[config.mk]
export PLATFORM = sky130hd
export DESIGN_NAME = atapi_dev_port
export DESIGN_NICKNAME = d
export VERILOG_FILES = /design/src/rtl/atapi_dev_port.sv
export SDC_FILE = /design/constraint.sdc
export NUM_CORES = 1
export LEC_CHECK = 0
export ABC_AREA = 1
export BUFFER_PORTS_ARGS = -buffer_cell sky130_fd_sc_hd__buf_2
export CORE_MARGIN = 2
export CORE_UTILIZATION = 45
export CTS_BUF_LIST = sky130_fd_sc_hd__clkbuf_8
export DETAILED_ROUTE_END_ITERATION = 12
export PLACE_DENSITY = 0.72
export REMOVE_ABC_BUFFERS = 1
export SLEW_MARGIN = 30
export SYNTH_ARGS = -nofsm -noshare
export SYNTH_HDL_FRONTEND = slang
export SYNTH_SLANG_ARGS = --single-unit
[constraint.sdc]
create_clock -name clk -period 8.8 [get_ports clk]
set_clock_uncertainty 0.2 [all_clocks]
set_input_delay 0.88 -clock clk [delete_from_list [all_inputs] [get_ports clk]]
set_output_delay 0.88 -clock clk [all_outputs]
set_load 0.01 [all_outputs]
[src/rtl/atapi_dev_port.sv]
module atapi_dev_port #(
  parameter int PKT_BYTES = 12,
  parameter int DF_DEPTH  = 8,
  parameter bit DEV_ID    = 1'b0
) (
  input  logic        clk,
  input  logic        rst_n,
  input  logic        cs0_n,
  input  logic        cs1_n,
  input  logic [2:0]  da,
  input  logic        dior_n,
  input  logic        diow_n,
  input  logic [15:0] dd_in,
  output logic [15:0] dd_out,
  output logic        dd_oe,
  input  logic        dmack_n,
  output logic        dmarq,
  output logic        intrq,
  output logic        intrq_oe,
  output logic        dasp_n,
  output logic [7:0]  pkt_byte,
  output logic        pkt_valid,
  input  logic        pkt_ready,
  input  logic        pkt_done,
  input  logic [15:0] dat_word,
  input  logic        dat_valid,
  output logic        dat_ready
);
  localparam int PW  = PKT_BYTES / 2;
  localparam int PIW = $clog2(PKT_BYTES);
  localparam int WCW = $clog2(PW + 1);
  localparam int AW  = $clog2(DF_DEPTH);
  localparam int CW  = $clog2(DF_DEPTH + 1);

  logic [2:0] rd_s, wr_s;
  logic [1:0] ack_s;
  logic rd_go, wr_go, dma_acc, cmd_acc, ctl_acc, dev_ok, port_acc;
  logic [7:0] feat, ireason, bcl, bch, drv, status;
  logic nien, bsy, irq_pend, pkt_full, pkt_wr, st_rd;
  logic [7:0]  pbuf [PKT_BYTES];
  logic [WCW-1:0] wcnt;
  logic [PIW-1:0] rcnt;
  logic [15:0] dmem [DF_DEPTH];
  logic [AW-1:0] wp, rp;
  logic [CW-1:0] cnt;
  logic empty, drq, push, pop;
  logic [15:0] rd_val, rd_hold;

  assign rd_go    = rd_s[2] & ~rd_s[1];
  assign wr_go    = wr_s[2] & ~wr_s[1];
  assign dma_acc  = ~dmack_n;
  assign cmd_acc  = ~cs0_n & cs1_n & ~dma_acc;
  assign ctl_acc  = cs0_n & ~cs1_n & ~dma_acc;
  assign dev_ok   = (drv[4] == DEV_ID);
  assign port_acc = dma_acc | (cmd_acc & (da == 3'd0));

  assign empty     = (cnt == '0);
  assign drq       = ~empty;
  assign dat_ready = (cnt != CW'(DF_DEPTH));
  assign push      = dat_valid & dat_ready;
  assign pop       = rd_go & dev_ok & port_acc & ~empty;
  assign pkt_wr    = wr_go & dev_ok & cmd_acc & (da == 3'd0) & ~bsy;
  assign st_rd     = rd_go & dev_ok & cmd_acc & (da == 3'd7);

  assign status    = {bsy, 1'b1, 2'b00, drq, 3'b000};
  assign dasp_n    = ~(bsy | drq);
  assign intrq     = irq_pend;
  assign pkt_valid = pkt_full;
  assign pkt_byte  = pbuf[rcnt];
  assign dd_out    = rd_hold;
  assign dd_oe     = ~dior_n & dev_ok & (cmd_acc | ctl_acc | dma_acc);

  always_comb begin
    rd_val = '0;
    if (port_acc) begin
      rd_val = empty ? 16'h0000 : dmem[rp];
    end else if (cmd_acc) begin
      case (da)
        3'd2: rd_val = {8'h00, ireason};
        3'd4: rd_val = {8'h00, bcl};
        3'd5: rd_val = {8'h00, bch};
        3'd6: rd_val = {8'h00, drv};
        3'd7: rd_val = {8'h00, status};
        default: rd_val = '0;
      endcase
    end else if (ctl_acc && da == 3'd6) begin
      rd_val = {8'h00, status};
    end
  end

  always_ff @(posedge clk or negedge rst_n) begin
    if (!rst_n) begin
      rd_s <= '1; wr_s <= '1; ack_s <= '1;
      rd_hold <= '0;
      feat <= '0; ireason <= '0; bcl <= '0; bch <= '0; drv <= '0;
      nien <= 1'b1; intrq_oe <= 1'b0; irq_pend <= 1'b0;
      dmarq <= 1'b0;
    end else begin
      rd_s  <= {rd_s[1:0], dior_n};
      wr_s  <= {wr_s[1:0], diow_n};
      ack_s <= {ack_s[0], dmack_n};
      if (rd_go && dev_ok) rd_hold <= rd_val;
      if (wr_go && cmd_acc) begin
        case (da)
          3'd1: feat    <= dd_in[7:0];
          3'd2: ireason <= dd_in[7:0];
          3'd4: bcl     <= dd_in[7:0];
          3'd5: bch     <= dd_in[7:0];
          3'd6: drv     <= dd_in[7:0];
          default: ;
        endcase
      end
      if (wr_go && ctl_acc && da == 3'd6) nien <= dd_in[1];
      intrq_oe <= ~nien & dev_ok;
      if (pkt_done && bsy) irq_pend <= 1'b1;
      else if (st_rd) irq_pend <= 1'b0;
      if (dmarq) begin
        if (!ack_s[1]) dmarq <= 1'b0;
      end else if (feat[0] && !empty && ack_s[1]) begin
        dmarq <= 1'b1;
      end
    end
  end

  always_ff @(posedge clk or negedge rst_n) begin
    if (!rst_n) begin
      bsy <= 1'b0; pkt_full <= 1'b0; wcnt <= '0; rcnt <= '0;
    end else if (pkt_done && bsy) begin
      bsy <= 1'b0; pkt_full <= 1'b0; wcnt <= '0; rcnt <= '0;
    end else begin
      if (pkt_wr) begin
        if (wcnt == WCW'(PW - 1)) begin
          bsy <= 1'b1; pkt_full <= 1'b1; wcnt <= '0; rcnt <= '0;
        end else begin
          wcnt <= wcnt + 1'b1;
        end
      end
      if (pkt_full && pkt_ready) begin
        if (rcnt == PIW'(PKT_BYTES - 1)) pkt_full <= 1'b0;
        else rcnt <= rcnt + 1'b1;
      end
    end
  end

  always_ff @(posedge clk) begin
    if (pkt_wr) begin
      for (int i = 0; i < PW; i++) begin
        if (wcnt == WCW'(i)) begin
          pbuf[2*i]   <= dd_in[7:0];
          pbuf[2*i+1] <= dd_in[15:8];
        end
      end
    end
  end

  always_ff @(posedge clk) begin
    if (push) dmem[wp] <= dat_word;
  end

  always_ff @(posedge clk or negedge rst_n) begin
    if (!rst_n) begin
      wp <= '0; rp <= '0; cnt <= '0;
    end else begin
      if (push) wp <= wp + 1'b1;
      if (pop)  rp <= rp + 1'b1;
      case ({push, pop})
        2'b10:   cnt <= cnt + 1'b1;
        2'b01:   cnt <= cnt - 1'b1;
        default: ;
      endcase
    end
  end
endmodule

; ---- Word-level counts from Yosys, hierarchy flattened
; Memories as Yosys holds them, arrays and structs flattened.
; Cells that the tools add are included.
[word_totals]
register_bits = 80
mem_bits_rw = 224
input_bits = 45
out_inout_bits = 31
wordCells = 188
n_memories = 2
[memory_table]
columns = memory, words, width, rd, rd_ports_with_merged_regs, write_ports, line_no
row1 = dmem, 8, 16, 1, 0, 1, 43  ; logic [15:0] dmem [DF_DEPTH];
row2 = pbuf, 12, 8, 1, 0, 2, 40  ; logic [7:0] pbuf [PKT_BYTES];
[classes]
add_sub_neg = 6
eq_ne = 15
n_mux = 77
n_bitwise = 35
n_reduce_logical = 33
[op_table]
columns = op, count
row1 = 8-bit 2-to-1 mux, 11
row2 = 8-bit OR reduction, 10
row3 = 4-bit 2-to-1 mux, 15
row4 = 16-bit 2-to-1 mux, 3
row5 = 1-bit 2-to-1 mux, 43
row6 = 8-bit one-hot mux with 5 select lines, 1
row7 = 1-bit bitwise AND, 20
row8 = 3-bit equality test (second input constant), 6
row9 = 2-bit AND reduction, 6
row10 = 1-bit NOT, 11
row11 = 3-bit by 1-bit adder with 3-bit output (second input constant), 3
row12 = 3-bit by 2-bit equality test with 1-bit output (second input constant), 3
row13 = 1-bit logical AND, 9
row14 = 3-bit 2-to-1 mux, 3
row15 = 4-bit by 1-bit adder with 4-bit output (second input constant), 2
row16 = 4-bit one-hot mux with 2 select lines, 1
row17 = 2-bit nonzero test, 4
row18 = 3-bit by 1-bit equality test with 1-bit output (second input constant), 2
row19 = 3-bit zero test, 2
row20 = 4-bit equality test (second input constant), 1
row21 = 4-bit zero test, 1
row22 = 4-bit != test (second input constant), 1
row23 = 1-bit bitwise OR, 4
row24 = 4-bit by 1-bit subtractor with 4-bit output (second input constant), 1
row25 = 3 further kinds, 3

; ---- Longest topological paths before layout
[logic_depth]
depth_word = 14
mapped_depth = 16
mapped_depth_nobuf = 15

; ---- Worst setup path after synthesis
; OpenSTA, ideal clock, no wires.
[synth_timing]
path_kind = input to register
startpoint = in da[0]
endpoint = mem pbuf[8][0] (enable)
setup_time_ps = 430
arrival_time_ps = 2966
required_time_ps = 8170
slack_ps = 5204
cell_stages = 5
path_buffers = 0
cell_sequence = nor2_2 -> nand2_1 -> nor2_1 -> nand2_1 -> nor4_1
[synth_lines]
columns = element, line_no
row1 = from (decl), 10  ; input logic [2:0] da,
row2 = to (decl), 40

; ---- Final worst setup path
[layout_timing]
startpoint = reg rcnt[0]
endpoint = out pkt_byte[1]
[layout_via]
elab_chain_cells = 1
[layout_lines]
columns = element, line_no
row1 = from (decl), 42  ; logic [PIW-1:0] rcnt;
row2 = from (signal assigned), 140  ; else rcnt <= rcnt + 1'b1;
row3 = memory 12 x 8 bit, -
row4 = to (decl), 21  ; output logic [7:0] pkt_byte,
; No other way between the ends.

==> qor.yml <==
status: "finished, final reports clean"
grt_max_degree: 75
drtIter0Drc: 664
synth-edff-count: 224
post-place-cells: 1597
cts_made_buffers: 48
synth_top_flop_cell: "edfxtp_1"
cts_tree: "done"
hp-class: "reg2reg"
path_clk_slew_ns: 0.07
max-cap-violations: 0
synth-seq-area-share_pct: 69.42
cp_max_fo: 29
boundaryPins: 76
netlist_instances: 1172
relSlewSlack_pct: 42.94
instances_no_fill: 1688
drt-total-wl_um: 28270
postCtsHoldBufs: 1
final_cell_mix: "nand2_1 (300), edfxtp_1 (224), nor2_1 (155)"
rsz0062_at_grt: "false"
synth-seq-cells: 304
clock_latency_ns: 0.57
netlist.area_leader.share_pct: 53.43
die_h_um: 171.3
grt_pass1_wl_um: 44350
layout-drive-gt1-share_pct: 14.67
track_usage_pct: 19.52
synth.distinct_cells: 34
synth_warnings: 0
cts_buffer_depth: 3
coreArea_um2: 27630
drv_slew: 0
place_hpwl_um: 17120
grt_antenna_before_repair: 3
yosysTopAreaCell: "edfxtp_1"
drc: 0
wire_per_inst_um: 16.75
vdd_drop_max_uv: 162.3
cp.arrival_ns: 2.53
die_area_um2: 29330
cts_root_buf: "clkbuf_8"
synth.cell_area_um2: 12590
cp.required_ns: 7.72
cp-start-kind: "flip-flop"
cts_resized: 0
grt_pass1_vias: 8533
drt_first_pass_iters: 5
max_freq_mhz: 276.8
fin_nets: 1322
tns_ns: 0
grt.overflow.total: 0
post-route-period-util_pct: 41.05
end_kind: "primary output"
path_class: "reg2out"
fin_crit_ns: 3.612
clock-sinks: 304
io_buffers: 75
setup_viol: 0
power.density_nw_per_um2: 265.6
tightest_slew_ns: 0.8559
via_per_inst: 5.172
final_common_cell: "nand2_1"
htree_num_levels: 2
syn-mean-instance-area_um2: 10.74
leakage_nw: 5.922
antenna_left: 0
gp_congestion: 0.8721
die_w_um: 171.3
start_util_pct: 45.57
rows: 61
area_growth_pct: 14.39
synth.area.top_cells: "edfxtp_1 (53%), dfrtp_1 (14%), nand2_1 (8.9%)"
async_reset_ff_share_pct: 26.32
hold_viol_final: 0
fillCellCount: 2404
cts_setup_buffers: 0
dr_total_vias: 8730
## flip-flops by register name, indices dropped and copies added (netlist names), 4 cells and up
signal,cells
bch,8
bcl,8
ireason,8
rcnt,4
pbuf,96
dd_out,16
cnt,4
drv,8
dmem,128
## per-stage QoR
step / utilization [%] / total power, W / worst slack [ns] / instance area (µm²) / hold slack, ns
CTS: 52.10 / 0.003853 / 5.138 / 14400 / 0.1564
floorplan: - / 0.002307 / 5.204 / 12350 / 0.1452
detailed placement: 48.44 / 0.002617 / 5.484 / 13380 / 0.1468
finish: 52.12 / 0.003824 / 5.188 / 14400 / 0.1519
global route: 52.11 / 0.004029 / 4.908 / 14400 / 0.1570
global placement: 48.44 / 0.002593 / 5.550 / 13380 / 0.1462
## where the power goes
part	switching [W]	internal, W
clock	0.000555	0.000678
combinational	0.000562	0.000254
sequential	0.0000782	0.00170
## synthesized netlist by cell type (2+ instances only)
library cell  count
o21ai_0         138
xor2_1            3
a21oi_1          15
buf_2            20
inv_1            73
edfxtp_1        224
buf_6             2
nor2_4            2
xnor2_1           3
a31oi_1           6
nand3_2           2
o31ai_1           2
buf_4             2
dfstp_2           9
dfrtp_1          71
nor2_1          155
clkbuf_1         23
o22ai_1          28
clkinv_1          4
or2_2             4
nor2_2            2
nand4_1          10
nand3_1          52
ha_1              7
nand2_1         300
nor3_1            5
buf_1             3
## critical path: stages, from the launching register on
cell and delay, ns:
dfrtp_1 0.38, inv_1 0.46, buf_4 0.42, nor2_1 0.07, nor2_1 0.08, o21ai_0 0.08
nand2_1 0.08, nand2_1 0.05, a31oi_1 0.19, buf_2 0.16
## worst paths after layout
kind	startpoint	endpoint	slack, ns	cells after the start
max in group asynchronous	rst_n	rp[0]	7.01	3
hold / removal	wr_s[1]	wr_s[2]	0.15	0
setup / recovery	rcnt[0]	pkt_byte[1]	5.19	9
setup reg to reg	rd_s[1]	cnt[2]	5.58	11
hold reg to reg	wr_s[1]	wr_s[2]	0.15	0
min in group asynchronous	rst_n	intrq	0.47	2
## routing by layer
metal / wire length (µm) / vias up / global-route usage (%)
met3: 2169 / 63 / 4.096
met5: 21 / - / 0
met1: 11840 / 4147 / 25.46
met2: 13640 / 327 / 32.61
li1: - / 4189 / -
met4: 608 / 4 / 6.706
## layout make-up
cell class,count,area (µm²),area share [%]
antenna,1,2.502,0.01738
clock inverter,36,272.8,1.894
tap,378,473.0,3.284
multi-input combinational,740,3332,23.14
timing repair buffer,98,556.8,3.866
clock buffer,53,729.5,5.065
sequential,304,8741,60.70
inverter,78,294.0,2.042
## kinds of logic after synthesis
family / Yosys count / synth area share [%]
buffers and inverters: 128 / 4.204
and+or+nand+nor: 536 / 17.23
adders and majority gates: 7 / 0.6957
AOI/OAI and AO/OA: 191 / 8.030
DFF: 304 / 69.42
xor gates and xnor gates: 6 / 0.4175
Power figures use the tool's default switching activity.
